`config.mk`:
```
export PLATFORM = sky130hd
export DESIGN_NAME = pport_regs
export DESIGN_NICKNAME = d
export VERILOG_FILES = /design/src/rtl/pport_pkg.sv /design/src/rtl/pport_sync.sv /design/src/rtl/pport_ctrl.sv /design/src/rtl/pport_ackirq.sv /design/src/rtl/pport_regs.sv
export SDC_FILE = /design/constraint.sdc
export NUM_CORES = 1
export LEC_CHECK = 0
export BUFFER_PORTS_ARGS = -buffer_cell sky130_fd_sc_hd__buf_2
export CELL_PAD_IN_SITES_DETAIL_PLACEMENT = 2
export CELL_PAD_IN_SITES_GLOBAL_PLACEMENT = 2
export CORE_AREA = 2 2 68 70
export CTS_CLUSTER_DIAMETER = 80
export DETAILED_ROUTE_END_ITERATION = 7
export DIE_AREA = 0 0 70 72
export PLACE_DENSITY = 0.69
export SLEW_MARGIN = 20
export SYNTH_ARGS = -nofsm -noshare
export SYNTH_HDL_FRONTEND = slang
export SYNTH_SLANG_ARGS = --single-unit
```
`constraint.sdc`:
```
create_clock -name clk -period 0.8 [get_ports clk]
set_input_delay 0.12 -clock clk [delete_from_list [all_inputs] [get_ports clk]]
set_output_delay 0.12 -clock clk [all_outputs]
set_load 0.05 [all_outputs]
```
`src/rtl/pport_pkg.sv`:
```
package pport_pkg;
   localparam int BYTE_W = 8;
   localparam int CTRL_W = 6;
   localparam int STAT_W = 5;

   typedef enum logic [1:0] {
      REG_DATA = 2'd0,
      REG_STAT = 2'd1,
      REG_CTRL = 2'd2,
      REG_NONE = 2'd3
   } reg_sel_e;

   // control bit positions: pin mapping depends on them
   localparam int CB_STROBE = 0;
   localparam int CB_AUTOFD = 1;
   localparam int CB_INIT   = 2;
   localparam int CB_SELIN  = 3;
   localparam int CB_IRQEN  = 4;
   localparam int CB_DIR    = 5;

   // per-pin inversion for control bits 3..0
   localparam logic [3:0] PIN_INV = 4'b1011;
endpackage

```
`src/rtl/pport_sync.sv`:
```
module pport_sync #(
   parameter int W       = 5,
   parameter int STAGES  = 2,
   parameter logic RST_VAL = 1'b0
) (
   input  logic         clk,
   input  logic         rst_n,
   input  logic [W-1:0] d_i,
   output logic [W-1:0] q_o
);
   if (STAGES < 2) begin : g_bad_stages
      $error("pport_sync: STAGES must be at least 2");
   end
   if (W < 1) begin : g_bad_width
      $error("pport_sync: W must be positive");
   end

   logic [W-1:0] chain [STAGES];

   for (genvar i = 0; i < STAGES; i++) begin : g_stage
      always_ff @(posedge clk or negedge rst_n) begin
         if (!rst_n) chain[i] <= {W{RST_VAL}};
         else if (i == 0) chain[i] <= d_i;
         else chain[i] <= chain[(i == 0) ? 0 : i-1];
      end
   end

   assign q_o = chain[STAGES-1];
endmodule

```
`src/rtl/pport_ctrl.sv`:
```
module pport_ctrl
   import pport_pkg::*;
#(
   parameter bit HAS_EXT_MODE = 1'b1
) (
   input  logic              clk,
   input  logic              rst_n,
   input  logic              we_i,
   input  logic [CTRL_W-1:0] wdata_i,
   input  logic              ext_mode_i,
   output logic [CTRL_W-1:0] ctrl_o,
   output logic [3:0]        pins_o,
   output logic              oe_o,
   output logic              irq_en_o
);
   logic [CTRL_W-1:0] ctrl_q;

   always_ff @(posedge clk or negedge rst_n) begin
      if (!rst_n) ctrl_q <= '0;
      else if (we_i) ctrl_q <= wdata_i;
   end

   for (genvar p = 0; p < 4; p++) begin : g_pin
      if (PIN_INV[p]) begin : g_inv
         assign pins_o[p] = ~ctrl_q[p];
      end else begin : g_direct
         assign pins_o[p] = ctrl_q[p];
      end
   end

   if (HAS_EXT_MODE) begin : g_ext
      assign oe_o = ~(ext_mode_i & ctrl_q[CB_DIR]);
   end else begin : g_compat_only
      assign oe_o = 1'b1;
   end

   assign ctrl_o   = ctrl_q;
   assign irq_en_o = ctrl_q[CB_IRQEN];

   AST_CTRL_HOLD: assert property (@(posedge clk) disable iff (!rst_n)
      !we_i |=> $stable(ctrl_o));
endmodule

```
`src/rtl/pport_ackirq.sv`:
```
module pport_ackirq (
   input  logic clk,
   input  logic rst_n,
   input  logic ack_s_i,
   input  logic irq_en_i,
   input  logic clr_i,
   output logic pulse_o,
   output logic flag_o
);
   logic ack_d;
   logic rise;
   logic fire;

   assign rise = ack_s_i & ~ack_d;
   assign fire = rise & irq_en_i;

   always_ff @(posedge clk or negedge rst_n) begin
      if (!rst_n) begin
         ack_d   <= 1'b0;
         pulse_o <= 1'b0;
         flag_o  <= 1'b0;
      end else begin
         ack_d   <= ack_s_i;
         pulse_o <= fire;
         if (fire) flag_o <= 1'b1;
         else if (clr_i) flag_o <= 1'b0;
      end
   end

   AST_PULSE_SINGLE: assert property (@(posedge clk) disable iff (!rst_n)
      pulse_o |=> !pulse_o);
   AST_PULSE_NEEDS_EN: assert property (@(posedge clk) disable iff (!rst_n)
      pulse_o |-> $past(irq_en_i));
   AST_PULSE_SETS_FLAG: assert property (@(posedge clk) disable iff (!rst_n)
      pulse_o |-> flag_o);
   AST_FLAG_CLEARS: assert property (@(posedge clk) disable iff (!rst_n)
      (clr_i && !fire) |=> !flag_o);
endmodule

```
`src/rtl/pport_regs.sv`:
```
module pport_regs
   import pport_pkg::*;
#(
   parameter int DATA_W       = 8,
   parameter int SYNC_STAGES  = 2,
   parameter bit HAS_EXT_MODE = 1'b1
) (
   input  logic              clk,
   input  logic              rst_n,
   input  logic              wr_en,
   input  logic              rd_en,
   input  logic [1:0]        addr,
   input  logic [DATA_W-1:0] wdata,
   output logic [DATA_W-1:0] rdata,
   input  logic              ext_mode,
   output logic [DATA_W-1:0] pd_out,
   input  logic [DATA_W-1:0] pd_in,
   output logic              pd_oe,
   input  logic              busy_i,
   input  logic              nack_i,
   input  logic              perror_i,
   input  logic              select_i,
   input  logic              nfault_i,
   output logic              nstrobe_o,
   output logic              nautofd_o,
   output logic              ninit_o,
   output logic              nselectin_o,
   output logic              irq_pulse,
   output logic              irq_flag
);
   if (DATA_W != BYTE_W) begin : g_bad_width
      $error("pport_regs: DATA_W must equal 8");
   end

   localparam int PAD_CTRL = DATA_W - CTRL_W;
   localparam int PAD_STAT = DATA_W - STAT_W;

   reg_sel_e sel;
   assign sel = reg_sel_e'(addr);

   // data register
   logic [DATA_W-1:0] data_q;
   always_ff @(posedge clk or negedge rst_n) begin
      if (!rst_n) data_q <= '0;
      else if (wr_en && sel == REG_DATA) data_q <= wdata;
   end
   assign pd_out = data_q;

   // control register and pins
   logic [CTRL_W-1:0] ctrl;
   logic [3:0]        cpins;
   logic              irq_en;

   pport_ctrl #(.HAS_EXT_MODE(HAS_EXT_MODE)) i_ctrl (
      .clk        (clk),
      .rst_n      (rst_n),
      .we_i       (wr_en && sel == REG_CTRL),
      .wdata_i    (wdata[CTRL_W-1:0]),
      .ext_mode_i (ext_mode),
      .ctrl_o     (ctrl),
      .pins_o     (cpins),
      .oe_o       (pd_oe),
      .irq_en_o   (irq_en)
   );

   assign nstrobe_o   = cpins[CB_STROBE];
   assign nautofd_o   = cpins[CB_AUTOFD];
   assign ninit_o     = cpins[CB_INIT];
   assign nselectin_o = cpins[CB_SELIN];

   // status synchronizer: {busy, nack, perror, select, nfault}
   logic [STAT_W-1:0] st_raw;
   logic [STAT_W-1:0] st_s;
   assign st_raw = {busy_i, nack_i, perror_i, select_i, nfault_i};

   pport_sync #(.W(STAT_W), .STAGES(SYNC_STAGES), .RST_VAL(1'b0)) i_sync (
      .clk   (clk),
      .rst_n (rst_n),
      .d_i   (st_raw),
      .q_o   (st_s)
   );

   logic [DATA_W-1:0] status;
   assign status = {~st_s[STAT_W-1], st_s[STAT_W-2:0], {PAD_STAT{1'b0}}};

   pport_ackirq i_irq (
      .clk      (clk),
      .rst_n    (rst_n),
      .ack_s_i  (st_s[STAT_W-2]),
      .irq_en_i (irq_en),
      .clr_i    (rd_en && sel == REG_STAT),
      .pulse_o  (irq_pulse),
      .flag_o   (irq_flag)
   );

   always_comb begin
      unique case (sel)
         REG_DATA: rdata = pd_in;
         REG_STAT: rdata = status;
         REG_CTRL: rdata = {{PAD_CTRL{1'b0}}, ctrl};
         default:  rdata = '0;
      endcase
   end

   AST_OE_COMPAT: assert property (@(posedge clk) disable iff (!rst_n)
      !ext_mode |-> pd_oe);
   AST_DATA_HOLD: assert property (@(posedge clk) disable iff (!rst_n)
      !(wr_en && sel == REG_DATA) |=> $stable(pd_out));
   AST_PINS_HOLD: assert property (@(posedge clk) disable iff (!rst_n)
      !(wr_en && sel == REG_CTRL) |=> $stable({nstrobe_o, nautofd_o, ninit_o, nselectin_o}));
endmodule

```
* Word level (Yosys, flattened, before mapping)
Cells that the tools add are included.
Storage, ports and cells: register bits after elaboration 27, input port bits 28, output and inout port bits 23, word-level logic and storage cells 26
Operators by class: equality and inequality tests 2, mux-type cells 3, bitwise logic cells 9, reduce and logical (&&, ||, !) cells 5
Operator list (number):
- $pmux 8 s3 | 1
- $not 1->1 | 6
- $and 1x1->1 | 3
- $logic_and 1x1->1 | 3
- $eq 2x1->1 const B | 1
- $eq 2x2->1 const B | 1
- $logic_not 2->1 | 1
- $mux 1 | 2
- $reduce_bool 2->1 | 1

* Logic depth before layout (Yosys ltp)
Gate-level depths: netlist (run 1).
word-level depth 4, mapped depth 3, depth with buffers taken out 2

* Hierarchy
Synthesis (run 1) repeated with hierarchy kept, for this count alone.
Second synthesis, totals: cell total of the unflattened synthesis 80, area, all modules 1137.3 um2
Modules (own cells, without submodules):
- pport_regs | instances 1, cells each 39, area each 469.2 um2, seq. area each 200.2 um2
- pport_sync | instances 1, cells each 15, area each 287.8 um2, seq. area each 250.2 um2
- pport_ctrl | instances 1, cells each 19, area each 281.5 um2, seq. area each 150.1 um2
- pport_ackirq | instances 1, cells each 7, area each 98.8 um2, seq. area each 75.1 um2

* Least setup slack after synthesis (run 1)
OpenSTA, ideal clock, no wires.
kind register to output, start reg i_ctrl.ctrl_q[2] (netlist: i_ctrl.ctrl_o[2]), end out rdata[2], arrival time 1.421 ns, data required time 0.680 ns, path slack -0.741 ns, cell stages (with the launch flop) 3, path buffers 0, cell sequence dfrtp_1 -> mux2i_1 -> nor2_1
Between the ends: cells in the longest elaborated chain, start to end 1
RTL lines:
- start, declared | RTL line pport_ctrl.sv:16 | logic [CTRL_W-1:0] ctrl_q;
- start signal, assigned | RTL line pport_ctrl.sv:20 | else if (we_i) ctrl_q <= wdata_i;
- $pmux 8 s3 | RTL line pport_regs.sv:97 | unique case (sel)
- end, declared | RTL line pport_regs.sv:14 | output logic [DATA_W-1:0] rdata,
Every way passes these cells.

* Worst setup path in the final report (run 1)
start reg i_ctrl.ctrl_q[3] (netlist: i_ctrl.ctrl_o[3]), end out rdata[3]
Same word-level chain as after synthesis.

==> results of run 1 <==
## routing by layer
| layer | GRT usage (%) | routed length [microns] | up-vias |
|---|---|---|---|
| met5 | 0 | 0 | - |
| met4 | 4.49 | 29 | 0 |
| met3 | 2.92 | 205 | 4 |
| met2 | 29.1 | 2160 | 30 |
| met1 | 18.0 | 1520 | 449 |
| li1 | - | - | 412 |
## final cells by class
class,instances,area [sq um]
clock buffer,4,45.0
fill,411,2120
inverter,3,18.8
multi-input combinational,39,576
sequential,27,686
tap,52,65.1
timing repair buffer,81,752
## metrics by stage
step / TNS, ns / utilization (%) / hold slack (ns) / power [uW] / worst slack [ns]
finish: -8.53 / 50.2 / 0.0811 / 4680 / -0.499
global route: -9.65 / 50.2 / 0.0730 / 4870 / -0.529
CTS: -7.95 / 49.3 / 0.0772 / 4610 / -0.474
detailed placement: -8.03 / 39.7 / 0.0829 / 3230 / -0.371
global placement: -7.29 / 39.7 / 0.0737 / 3180 / -0.332
floorplan: -2.59 / - / -0.176 / 2720 / -0.266
## cell families (layout without fill, tap and decap cells)
group	count (synthesis)	in the layout	share of synthesized area (%)
flops	27	27	64.7
mux	21	21	21.8
compound gates	5	5	3.84
buf+inv	5	88	2.04
simple gates	13	13	7.55
## what timing repair did
item,4_1_cts,5_1_grt
pin swaps,3,2
gates resized for setup,81,5
hold buffers,6,0
setup buffers,6,4
setup endpoints to repair,38,39
hold endpoints to repair,32,0
## flip-flops by register name, indices dropped and copies added (netlist names)
signal,cells
pd_out,8
i_sync.q_o,5
i_irq.flag_o,1
i_irq.pulse_o,1
i_irq.ack_d,1
i_ctrl.ctrl_o,6
i_sync.chain,5
## path summary, 6_finish.rpt
path | from | end | slack [ns] | cells past startpoint
max | i_ctrl.ctrl_o[3]$_DFFE_PN0P_ | rdata[3] | -0.50 | 3
min | wdata[6] | pd_out[6]$_DFFE_PN0P_ | 0.08 | 2
max reg2reg | i_ctrl.ctrl_o[2]$_DFFE_PN0P_ | i_ctrl.ctrl_o[2]$_DFFE_PN0P_ | -0.24 | 3
min reg2reg | i_sync.chain[9]$_DFF_PN0_ | i_sync.q_o[4]$_DFF_PN0_ | 0.36 | 0
max in group asynchronous | rst_n | i_irq.flag_o$_DFFE_PN0P_ | 0.26 | 3
min in group asynchronous | rst_n | pd_out[3]$_DFFE_PN0P_ | 0.35 | 3
## layout by cell type, fill, tap and decap left out, drive strengths merged
master / count
buf: 75
mux2i: 7
nand2: 2
nor2: 5
a21oi: 1
dlygate4sd3: 6
inv: 3
dfrtp: 27
mux2: 14
nor2b: 1
o2bb2ai: 4
clkbuf: 4
nand3b: 2
nand2b: 2
nor3b: 1
## power by group through the flow
stage | logic, uW | clock network (uW) | registers (uW)
6_report | 2170 | 795 | 1710
5_1_grt | 2260 | 871 | 1740
4_1_cts | 2080 | 824 | 1700
3_5_place_dp | 1540 | 0 | 1690
3_3_place_gp | 1510 | 0 | 1670
2_1_floorplan | 667 | 0 | 2050
==> results by group, run 1 <==
Synth
  • Cell count after synthesis: between 70 and 80
  • Syn Area/Cell: around 15 sq um
  • Number of enable flip-flop cells after synthesis: 0
  • Area leader, netlist: dfrtp_1
  • Synth Flop Type: dfrtp_1
  • Sequential area share after synthesis: ~65%
  • Yosys reg bits: 27
  • Most frequent cell after synthesis: dfrtp_1
  • Yosys warnings: 0
  • Count of cell types in the netlist: 13
  • Synth top cells by count: dfrtp_1, mux2_2, mux2i_1
  • FFs w/ async S/R, synth: 100%
  • Cell area after synthesis: approximately 1000 sq um
  • Syn Nets: a little under 100
  • Synth top area share: around two thirds
  • Dominant cells by area after synthesis: dfrtp_1, mux2_2, mux2i_1

STA
  • Final Hold Viols: 0
  • RSZ-0062 raised after global routing: true
  • Final setup margin: -0.499 ns
  • Final setup fails: 34
  • Rel. slew slack: between 80 and 90%
  • Final min period: approximately 1.3 ns
  • Max Clock Freq: 0.770 GHz
  • Worst Tran Pin Value: between 0.2 and 0.3 ns
  • Clk_skew: around 0.00074 ns
  • Final worst path period share: 162%
  • Slew Viols, Final: 0

Setup path
  • Cell Chain, Critical Path: mux2i_2 -> o2bb2ai_4 -> buf_6
  • CP required: a little under 0.7 ns
  • Kind of critical path: flop to primary output
  • Max stage delay on crit path: roughly 0.42 ns
  • Crit path max-delay family: flip-flops
  • Crit path capture type: primary output
  • Worst-path maximum fanout: 2
  • WP buf/inv: 1
  • Slowest cell on crit path: dfrtp_1
  • Crit path DAT: around 1.2 ns
  • Critical Path Source Type: flop

Place
  • Gpl congestion: between 0.6 and 0.7
  • Placed inst area: 1690 sq um
  • Post-Place Cells: roughly 190
  • Final HPWL DP: 2560 microns
  • Port-buffer cells: 50

Floorplan
  • Placeable Area: around 4300 sq um
  • Row Count: 24
  • Initial Utilization: between 20 and 25%
  • Die X: around 70 microns
  • Die Height: a little over 70 microns
  • Die ar.: roughly 5000 sq um
  • I/O Pins: a little over 50

Clocking
  • Clock latency at the later pin of the worst-skew pair: roughly 0.27 ns
  • Clock Path Buffers: 2
  • H-tree levels: 1
  • Num CTS Buffers: 3
  • TritonCTS clock tree: built
  • Root buffer cell: clkbuf_8
  • CTS Sinks: 27
  • Clock-pin slew on the worst setup and hold paths: roughly 0.10 ns

Detailed routing
  • ANT nets after route: 0
  • DRC: 0
  • Total detailed-routing wirelength: just under 4000 microns
  • TritonRoute pass-1 iters: 2
  • Starting DRC count in detailed routing: 33
  • Drt wl/cell: 19.0 microns
  • Via density: 4.34
  • Via count: 895

Outcome
  • Failing checks: negative setup slack
  • Status: complete, but fails checks

Power and ir drop
  • Leak Pwr: roughly 0.0010 uW
  • Cell-internal power: approximately 3000 uW
  • Peak VDD IR: around 0.00090 V
  • Sequential share of power: 36.7%
  • Combinational share of power: 46.4%
  • Power per standard cell area: roughly 2200 nW/um^2
  • Clock power frac: 17.0%
  • Sw Pwr: 1710 uW
  • Switching share of power: roughly 37%

Global routing
  • Largest net degree at the start of global routing: 28
  • GR Overflow Total: 0
  • Antenna violations before repair: 0
  • Vias in the first global route: between 1k and 1.5k
  • First-pass GRT wire length: 5990 microns
  • Gr usage total: about 15%

Worst hold path
  • Hold crit path type: primary input to flop

Layout
  • Layout cells sized above 1: 81.2%
  • Synth-to-layout area growth: 105%
  • Final non-filler cell total: 206
  • Nets: 183
  • Diodes inserted: 0
  • Design area: approximately 2100 sq um

Flow run
  • Max_cap viols: 0
Note: power is estimated with default switching activity, not from simulation.
==> run 2, diff against run 1 <==
--- a/config.mk
+++ b/config.mk
@@ -5,14 +5,14 @@
 export SDC_FILE = /design/constraint.sdc
 export NUM_CORES = 1
 export LEC_CHECK = 0
-export BUFFER_PORTS_ARGS = -buffer_cell sky130_fd_sc_hd__buf_2
 export CELL_PAD_IN_SITES_DETAIL_PLACEMENT = 2
 export CELL_PAD_IN_SITES_GLOBAL_PLACEMENT = 2
-export CORE_AREA = 2 2 68 70
+export CORE_AREA = 2 2 60 62
 export CTS_CLUSTER_DIAMETER = 80
 export DETAILED_ROUTE_END_ITERATION = 7
-export DIE_AREA = 0 0 70 72
-export PLACE_DENSITY = 0.69
+export DIE_AREA = 0 0 62 64
+export DONT_BUFFER_PORTS = 1
+export PLACE_DENSITY = 0.65
 export SLEW_MARGIN = 20
 export SYNTH_ARGS = -nofsm -noshare
 export SYNTH_HDL_FRONTEND = slang
==> results by group, run 2 (synthesized netlist as in run 1, its figures left out) <==
STA
  • Slew Viols, Final: 0 (unchanged)
  • Clk_skew: 0.00265 ns (+0.00190 ns)
  • Fin Hold WS: 0.0128 ns (-0.0683 ns)
  • Final min period: 1.37 ns (+0.0747 ns)
  • RSZ-0062 raised after global routing: true
  • Final Hold Viols: 0 (unchanged)
  • Final setup fails: 38 (+12%)
  • Final worst path period share: 172% (+9.3 points)
  • Worst Tran Pin Value: 0.229 ns (-0.0270 ns)
  • Rel. slew slack: 84.4% (+1.8 points)
  • Max Clock Freq: 0.728 GHz (-5.4%)
  • Final setup margin: -0.574 ns (-0.0747 ns)

Floorplan
  • Die ar.: 3970 sq um (-21%)
  • I/O Pins: 51 (unchanged)
  • Die Height: 64 microns (-11%)
  • Die X: 62 microns (-11%)
  • Row Count: 21 (-13%)
  • Placeable Area: 3280 sq um (-23%)
  • Initial Utilization: 31.8% (+7.3 points)

Flow run
  • Max_cap viols: 0 (unchanged)

Setup path
  • Crit path to: rdata[5]
  • Critical Path Source Type: flop
  • Reg2reg setup slack: -0.24 ns (about the same)
  • WP depth: 3 (unchanged)
  • Worst-case reg-to-reg path depth: 3 (unchanged)
  • CP required: 0.68 ns (about the same)
  • Crit path max-delay family: flip-flops
  • Worst-path maximum fanout: 2 (unchanged)
  • Slowest cell on crit path: dfrtp_1
  • Kind of critical path: flop to primary output
  • Reg2Reg Launch Point: i_ctrl.ctrl_o[4]$_DFFE_PN0P_
  • WP buf/inv: 1 (unchanged)
  • Crit path DAT: 1.25 ns (+0.07 ns)
  • Max stage delay on crit path: 0.45 ns (+0.03 ns)
  • Crit path launch: i_ctrl.ctrl_o[5]$_DFFE_PN0P_
  • Cell Chain, Critical Path: mux2i_4 -> o2bb2ai_4 -> buf_12
  • Worst R2R End: i_ctrl.ctrl_o[4]$_DFFE_PN0P_
  • Crit path capture type: primary output

Outcome
  • Status: complete, but fails checks
  • Failing checks: negative setup slack

Clocking
  • Root buffer cell: clkbuf_4
  • H-tree levels: 1 (unchanged)
  • TritonCTS clock tree: built
  • CTS Sinks: 27 (unchanged)
  • Num CTS Buffers: 3 (unchanged)
  • Clock latency at the later pin of the worst-skew pair: 0.34 ns (+0.07 ns)
  • Clock Path Buffers: 2 (unchanged)
  • Clock-pin slew on the worst setup and hold paths: 0.15 ns (+0.05 ns)

Layout
  • Synth-to-layout area growth: 99.3%
  • Most frequent cells in the layout: dfrtp_1, buf_6, dlygate4sd3_1, buf_12, mux2_4
  • Max reg flops: 8 (unchanged)
  • Final core occ: 63.3% (+13 points)
  • Layout cells sized above 1: 70.9% (-10 points)
  • Fill cells: 259 (-37%)
  • Commonest non-fill, non-tap cell in the layout: dfrtp_1
  • Nets: 156 (-15%)

Place
  • Gpl congestion: 0.631 (-6.7%)
  • Final HPWL DP: 2190 microns (-15%)
  • Port-buffer cells: 0 (-100%)

Global routing
  • GR Overflow Total: 0 (unchanged)
  • First-pass GRT wire length: 6010 microns (+0.33%)
  • Met3 Use GR: 4.45% (+1.5 points)
  • Met1 Use GR: 26.6% (+8.6 points)
  • Antenna violations before repair: 1 (+1)
  • Largest net degree at the start of global routing: 28 (unchanged)
  • Gr usage total: 22.4% (+7.0 points)
  • GRT met2 Usage: 40.4% (+11 points)
  • Gr busiest metal: met2
  • Vias in the first global route: 993 (-9.0%)

Detailed routing
  • Via count: 809 (-9.6%)
  • Drt wl/cell: 25.0 microns (+32%)
  • ANT nets after route: 0 (unchanged)
  • DRC: 0 (unchanged)
  • TritonRoute pass-1 iters: 4 (+2)
  • Total detailed-routing wirelength: 4350 microns (+11%)
  • Via density: 4.65 (+7.0%)
  • Starting DRC count in detailed routing: 9 (-73%)

Worst hold path
  • Hold crit path type: primary input to flop

Power and ir drop
  • Leak Pwr: 0.000897 uW (-11%)
  • Power per standard cell area: 2180 nW/um^2 (about the same)
  • Peak VDD IR: 0.00143 V (+59%)
[run 2: cell count changes in the layout (fill, tap and decap cells not counted), sizes merged]
cell	before	now
dlygate4sd3	6	15
clkbuf	4	3
clkinv	0	1
buf	75	39
diode	0	1
[run 2: what timing repair did]
| item | CTS | global route |
|---|---|---|
| endpoints found under the hold margin | 46 | 1 |
| buffers inserted | 7 | 3 |
| setup endpoints to repair | 31 | 39 |
| gates resized for setup | 33 | 10 |
| hold buffers | 15 | 1 |
| pin swaps | 3 | 1 |
[run 2: layout make-up]
class | count | area, sq um | share of cell area, %
timing repair buffer | 54 | 689 | 33.2
sequential | 27 | 686 | 33.0
multi-input combinational | 39 | 598 | 28.8
tap | 46 | 57.6 | 2.77
clock buffer | 3 | 22.5 | 1.08
inverter | 3 | 18.8 | 0.903
clock inverter | 1 | 5.00 | 0.241
antenna | 1 | 2.50 | 0.120
[run 2: worst min path at each step]
stage / slack, ns / endpoint / depth (start not counted) / startpoint
after CTS: 0.0008 / i_irq.flag_o$_DFFE_PN0P_ / 2 / rd_en
after floorplan: -0.18 / i_ctrl.ctrl_o[0]$_DFFE_PN0P_ / 0 / rst_n
final: 0.01 / i_irq.flag_o$_DFFE_PN0P_ / 2 / addr[0]
after global placement: -0.18 / i_sync.chain[6]$_DFF_PN0_ / 0 / rst_n
after detailed placement: -0.18 / i_sync.chain[6]$_DFF_PN0_ / 0 / rst_n
after global routing: -0.009 / i_irq.flag_o$_DFFE_PN0P_ / 2 / addr[0]
[run 2: power by group]
group	leakage, uW	switching, uW	internal, uW
sequential	0.000311	180	1560
combinational	0.000568	1100	1080
clock	0.0000177	436	189
total	0.000897	1710	2830
[run 2: routing by layer]
| metal | share of wire [%] | wire (microns) |
|---|---|---|
| met5 | 0 | 0 |
| met4 | 2.5 | 111 |
| met3 | 4.1 | 179 |
| met2 | 55 | 2400 |
| met1 | 38 | 1670 |
[run 2: worst register-to-register path, cell delays in order (launching register included)]
cell and delay (ns):
dfrtp_1 0.43, buf_4 0.14, buf_6 0.11, mux2_2 0.26
[run 2: stage by stage]
step           setup TNS [ns]  total power (uW)  worst slack, ns  std cells  area, sq um
2_1_floorplan           -2.59              2720           -0.266         71         1240
3_3_place_gp            -2.32              3310           -0.134        146         1660
3_5_place_dp            -2.87              3370           -0.185        146         1660
4_1_cts                 -9.54              4390           -0.553        171         2020
5_1_grt                -11.76              4720           -0.633        174         2080
6_report               -10.46              4540           -0.574        174         2080
==> run 3, diff against run 2 <==
--- a/config.mk
+++ b/config.mk
@@ -17,3 +17,4 @@
 export SYNTH_ARGS = -nofsm -noshare
 export SYNTH_HDL_FRONTEND = slang
 export SYNTH_SLANG_ARGS = --single-unit
+export TNS_END_PERCENT = 50
==> results by group, run 3 (synthesized netlist as in run 1, its figures left out) <==
Clocking
  • Clock-pin slew on the worst setup and hold paths: 0.17 ns (+0.02 ns)
  • CTS Sinks: 27 (unchanged)
  • H-tree levels: 1 (unchanged)
  • Clock Path Buffers: 2 (unchanged)
  • TritonCTS clock tree: built
  • Root buffer cell: clkbuf_4
  • Num CTS Buffers: 3 (unchanged)
  • Clock latency at the later pin of the worst-skew pair: 0.35 ns (about the same)

STA
  • Rel. slew slack: 81.0% (-3.4 points)
  • Final worst path period share: 179% (+7.6 points)
  • Final setup fails: 37 (-2.6%)
  • Final Hold Viols: 0 (unchanged)
  • Slew Viols, Final: 0 (unchanged)
  • Max Clock Freq: 0.697 GHz (-4.2%)
  • Worst Tran Pin Value: 0.280 ns (+0.0505 ns)
  • RSZ-0062 raised after global routing: true
  • Final setup margin: -0.635 ns (-0.0607 ns)
  • Final min period: 1.43 ns (+0.0607 ns)
  • Fin Hold WS: 0.0111 ns (-0.00172 ns)
  • Clk_skew: 0.000892 ns (-0.00175 ns)

Power and ir drop
  • Peak VDD IR: 0.00130 V (-9.1%)
  • Switching share of power: 38.0% (+0.36 points)
  • Cell-internal power: 2850 uW (+0.65%)
  • Power per standard cell area: 2210 nW/um^2 (+1.1%)
  • Final Power: 4600 uW (+1.2%)
  • Sequential share of power: 37.7% (-0.6 points)
  • Leak Pwr: 0.000918 uW (+2.3%)
  • Sw Pwr: 1750 uW (+2.2%)
  • Combinational share of power: 47.9% (about the same)
  • Clock power frac: 14.4% (+0.6 points)

Detailed routing
  • Starting DRC count in detailed routing: 23 (+14)
  • Via count: 829 (+2.5%)
  • Drt wl/cell: 25.6 microns (+2.5%)
  • ANT nets after route: 0 (unchanged)
  • Total detailed-routing wirelength: 4540 microns (+4.3%)
  • Via density: 4.68 (+0.74%)
  • DRC: 0 (unchanged)
  • TritonRoute pass-1 iters: 3 (-1)

Global routing
  • Vias in the first global route: 1,044 (+5.1%)
  • Antenna violations before repair: 0 (-1)
  • Gr usage total: 22.4% (about the same)
  • GR Overflow Total: 0 (unchanged)
  • First-pass GRT wire length: 6050 microns (+0.70%)
  • Largest net degree at the start of global routing: 28 (unchanged)

Place
  • Final HPWL DP: 2150 microns (-1.6%)
  • Gpl congestion: 0.678 (+7.4%)
  • Port-buffer cells: 0 (unchanged)
  • Placed inst area: 1670 sq um (about the same)
  • Post-Place Cells: 148 (+1.4%)

Layout
  • Most frequent cells in the layout: dfrtp_1, buf_6, dlygate4sd3_1, buf_12, mux2_4
  • Final non-filler cell total: 177 (+1.7%)
  • Max reg flops: 8 (unchanged)
  • Synth-to-layout area growth: 99.6%
  • Layout cells sized above 1: 66.4% (-4.5 points)
  • Design area: 2080 sq um (+0.18%)
  • Nets: 160 (+2.6%)
  • Diodes inserted: 0 (-1)
  • Commonest non-fill, non-tap cell in the layout: dfrtp_1

Setup path
  • Cell Chain, Critical Path: mux2i_2 -> o2bb2ai_4 -> buf_12
  • Critical Path Source Type: flop
  • Reg2reg setup slack: -0.35 ns (-0.11 ns)
  • Max stage delay on crit path: 0.44 ns (about the same)
  • Slowest cell on crit path: dfrtp_1
  • Worst-case reg-to-reg path depth: 4 (+1)
  • Crit path DAT: 1.31 ns (+0.06 ns)
  • WP depth: 3 (unchanged)
  • Worst R2R End: i_ctrl.ctrl_o[2]$_DFFE_PN0P_
  • Crit path max-delay family: flip-flops
  • WP buf/inv: 1 (unchanged)
  • Crit path capture type: primary output
  • Worst-path maximum fanout: 2 (unchanged)
  • Reg2Reg Launch Point: i_ctrl.ctrl_o[2]$_DFFE_PN0P_
  • Kind of critical path: flop to primary output
  • CP required: 0.68 ns (about the same)

Floorplan
  • Die Height: 64 microns (unchanged)
  • I/O Pins: 51 (unchanged)
  • Die ar.: 3970 sq um (unchanged)
  • Initial Utilization: 31.8% (unchanged)
  • Die X: 62 microns (unchanged)
  • Row Count: 21 (unchanged)
  • Placeable Area: 3280 sq um (unchanged)

Worst hold path
  • Hold path cells: 2 (unchanged)
  • Min-Delay Endpoint: i_irq.flag_o$_DFFE_PN0P_
  • HP Start: addr[1]
  • Hold crit path type: primary input to flop

Outcome
  • Status: complete, but fails checks
  • Failing checks: negative setup slack

Flow run
  • Max_cap viols: 0 (unchanged)
run 3: cell types whose count changed in the layout (fill, tap and decap cells not counted), sizes merged:
| cell | before | now |
|---|---|---|
| dlygate4sd3 | 15 | 16 |
| clkinv | 1 | 0 |
| clkbuf | 3 | 4 |
| buf | 39 | 42 |
| diode | 1 | 0 |
run 3: layout make-up:
type | count | area [sq um]
fillers | 265 | 1200
repair buffers | 58 | 742
flip-flops and latches | 27 | 681
multi-input cells | 39 | 558
well taps | 46 | 57.6
clock buffers | 4 | 26.3
inverters | 3 | 18.8
run 3: power groups by stage:
stage | Combinational [uW] | Clock [uW] | Sequential (uW)
6_report | 2200 | 663 | 1730
5_1_grt | 2290 | 715 | 1750
4_1_cts | 2030 | 613 | 1700
3_5_place_dp | 1670 | 0 | 1700
3_3_place_gp | 1630 | 0 | 1680
2_1_floorplan | 637 | 0 | 2040
run 3: stage by stage:
step | setup TNS, ns | worst slack [ns] | util, %
global placement | -2.39 | -0.147 | 50.7
floorplan | -2.28 | -0.266 | -
finish | -11.40 | -0.635 | 63.4
global route | -12.61 | -0.687 | 63.4
detailed placement | -3.07 | -0.201 | 50.7
CTS | -9.63 | -0.555 | 61.4
run 3: worst register-to-register path, stage by stage, from the launching register on:
cell     delay, ns
dfrtp_2       0.47
buf_6         0.13
buf_6         0.10
buf_6         0.10
mux2_4        0.25
run 3: how the worst max path moves through the flow:
stage,from,end
after detailed placement,i_ctrl.ctrl_o[0]$_DFFE_PN0P_,rdata[0]
after global routing,i_ctrl.ctrl_o[5]$_DFFE_PN0P_,rdata[5]
after CTS,i_ctrl.ctrl_o[3]$_DFFE_PN0P_,rdata[3]
after floorplan,i_ctrl.ctrl_o[2]$_DFFE_PN0P_,rdata[2]
final,i_ctrl.ctrl_o[5]$_DFFE_PN0P_,rdata[5]
after global placement,addr[1],pd_out[5]$_DFFE_PN0P_
run 3: layer usage:
layer / share of wire [%] / GRT usage, % / vias up
li1: - / - / 361
met1: 38 / 23.5 / 423
met2: 54 / 42.4 / 39
met3: 6.4 / 4.05 / 6
met4: 2.3 / 7.45 / 0
met5: 0 / 0 / -
run 3: timing repair:
item	CTS	global route
hold buffers	17	0
setup buffers	4	7
setup endpoints to repair	30	39
endpoints found under the hold margin	47	0
pin swaps	2	0
resized for setup	34	12
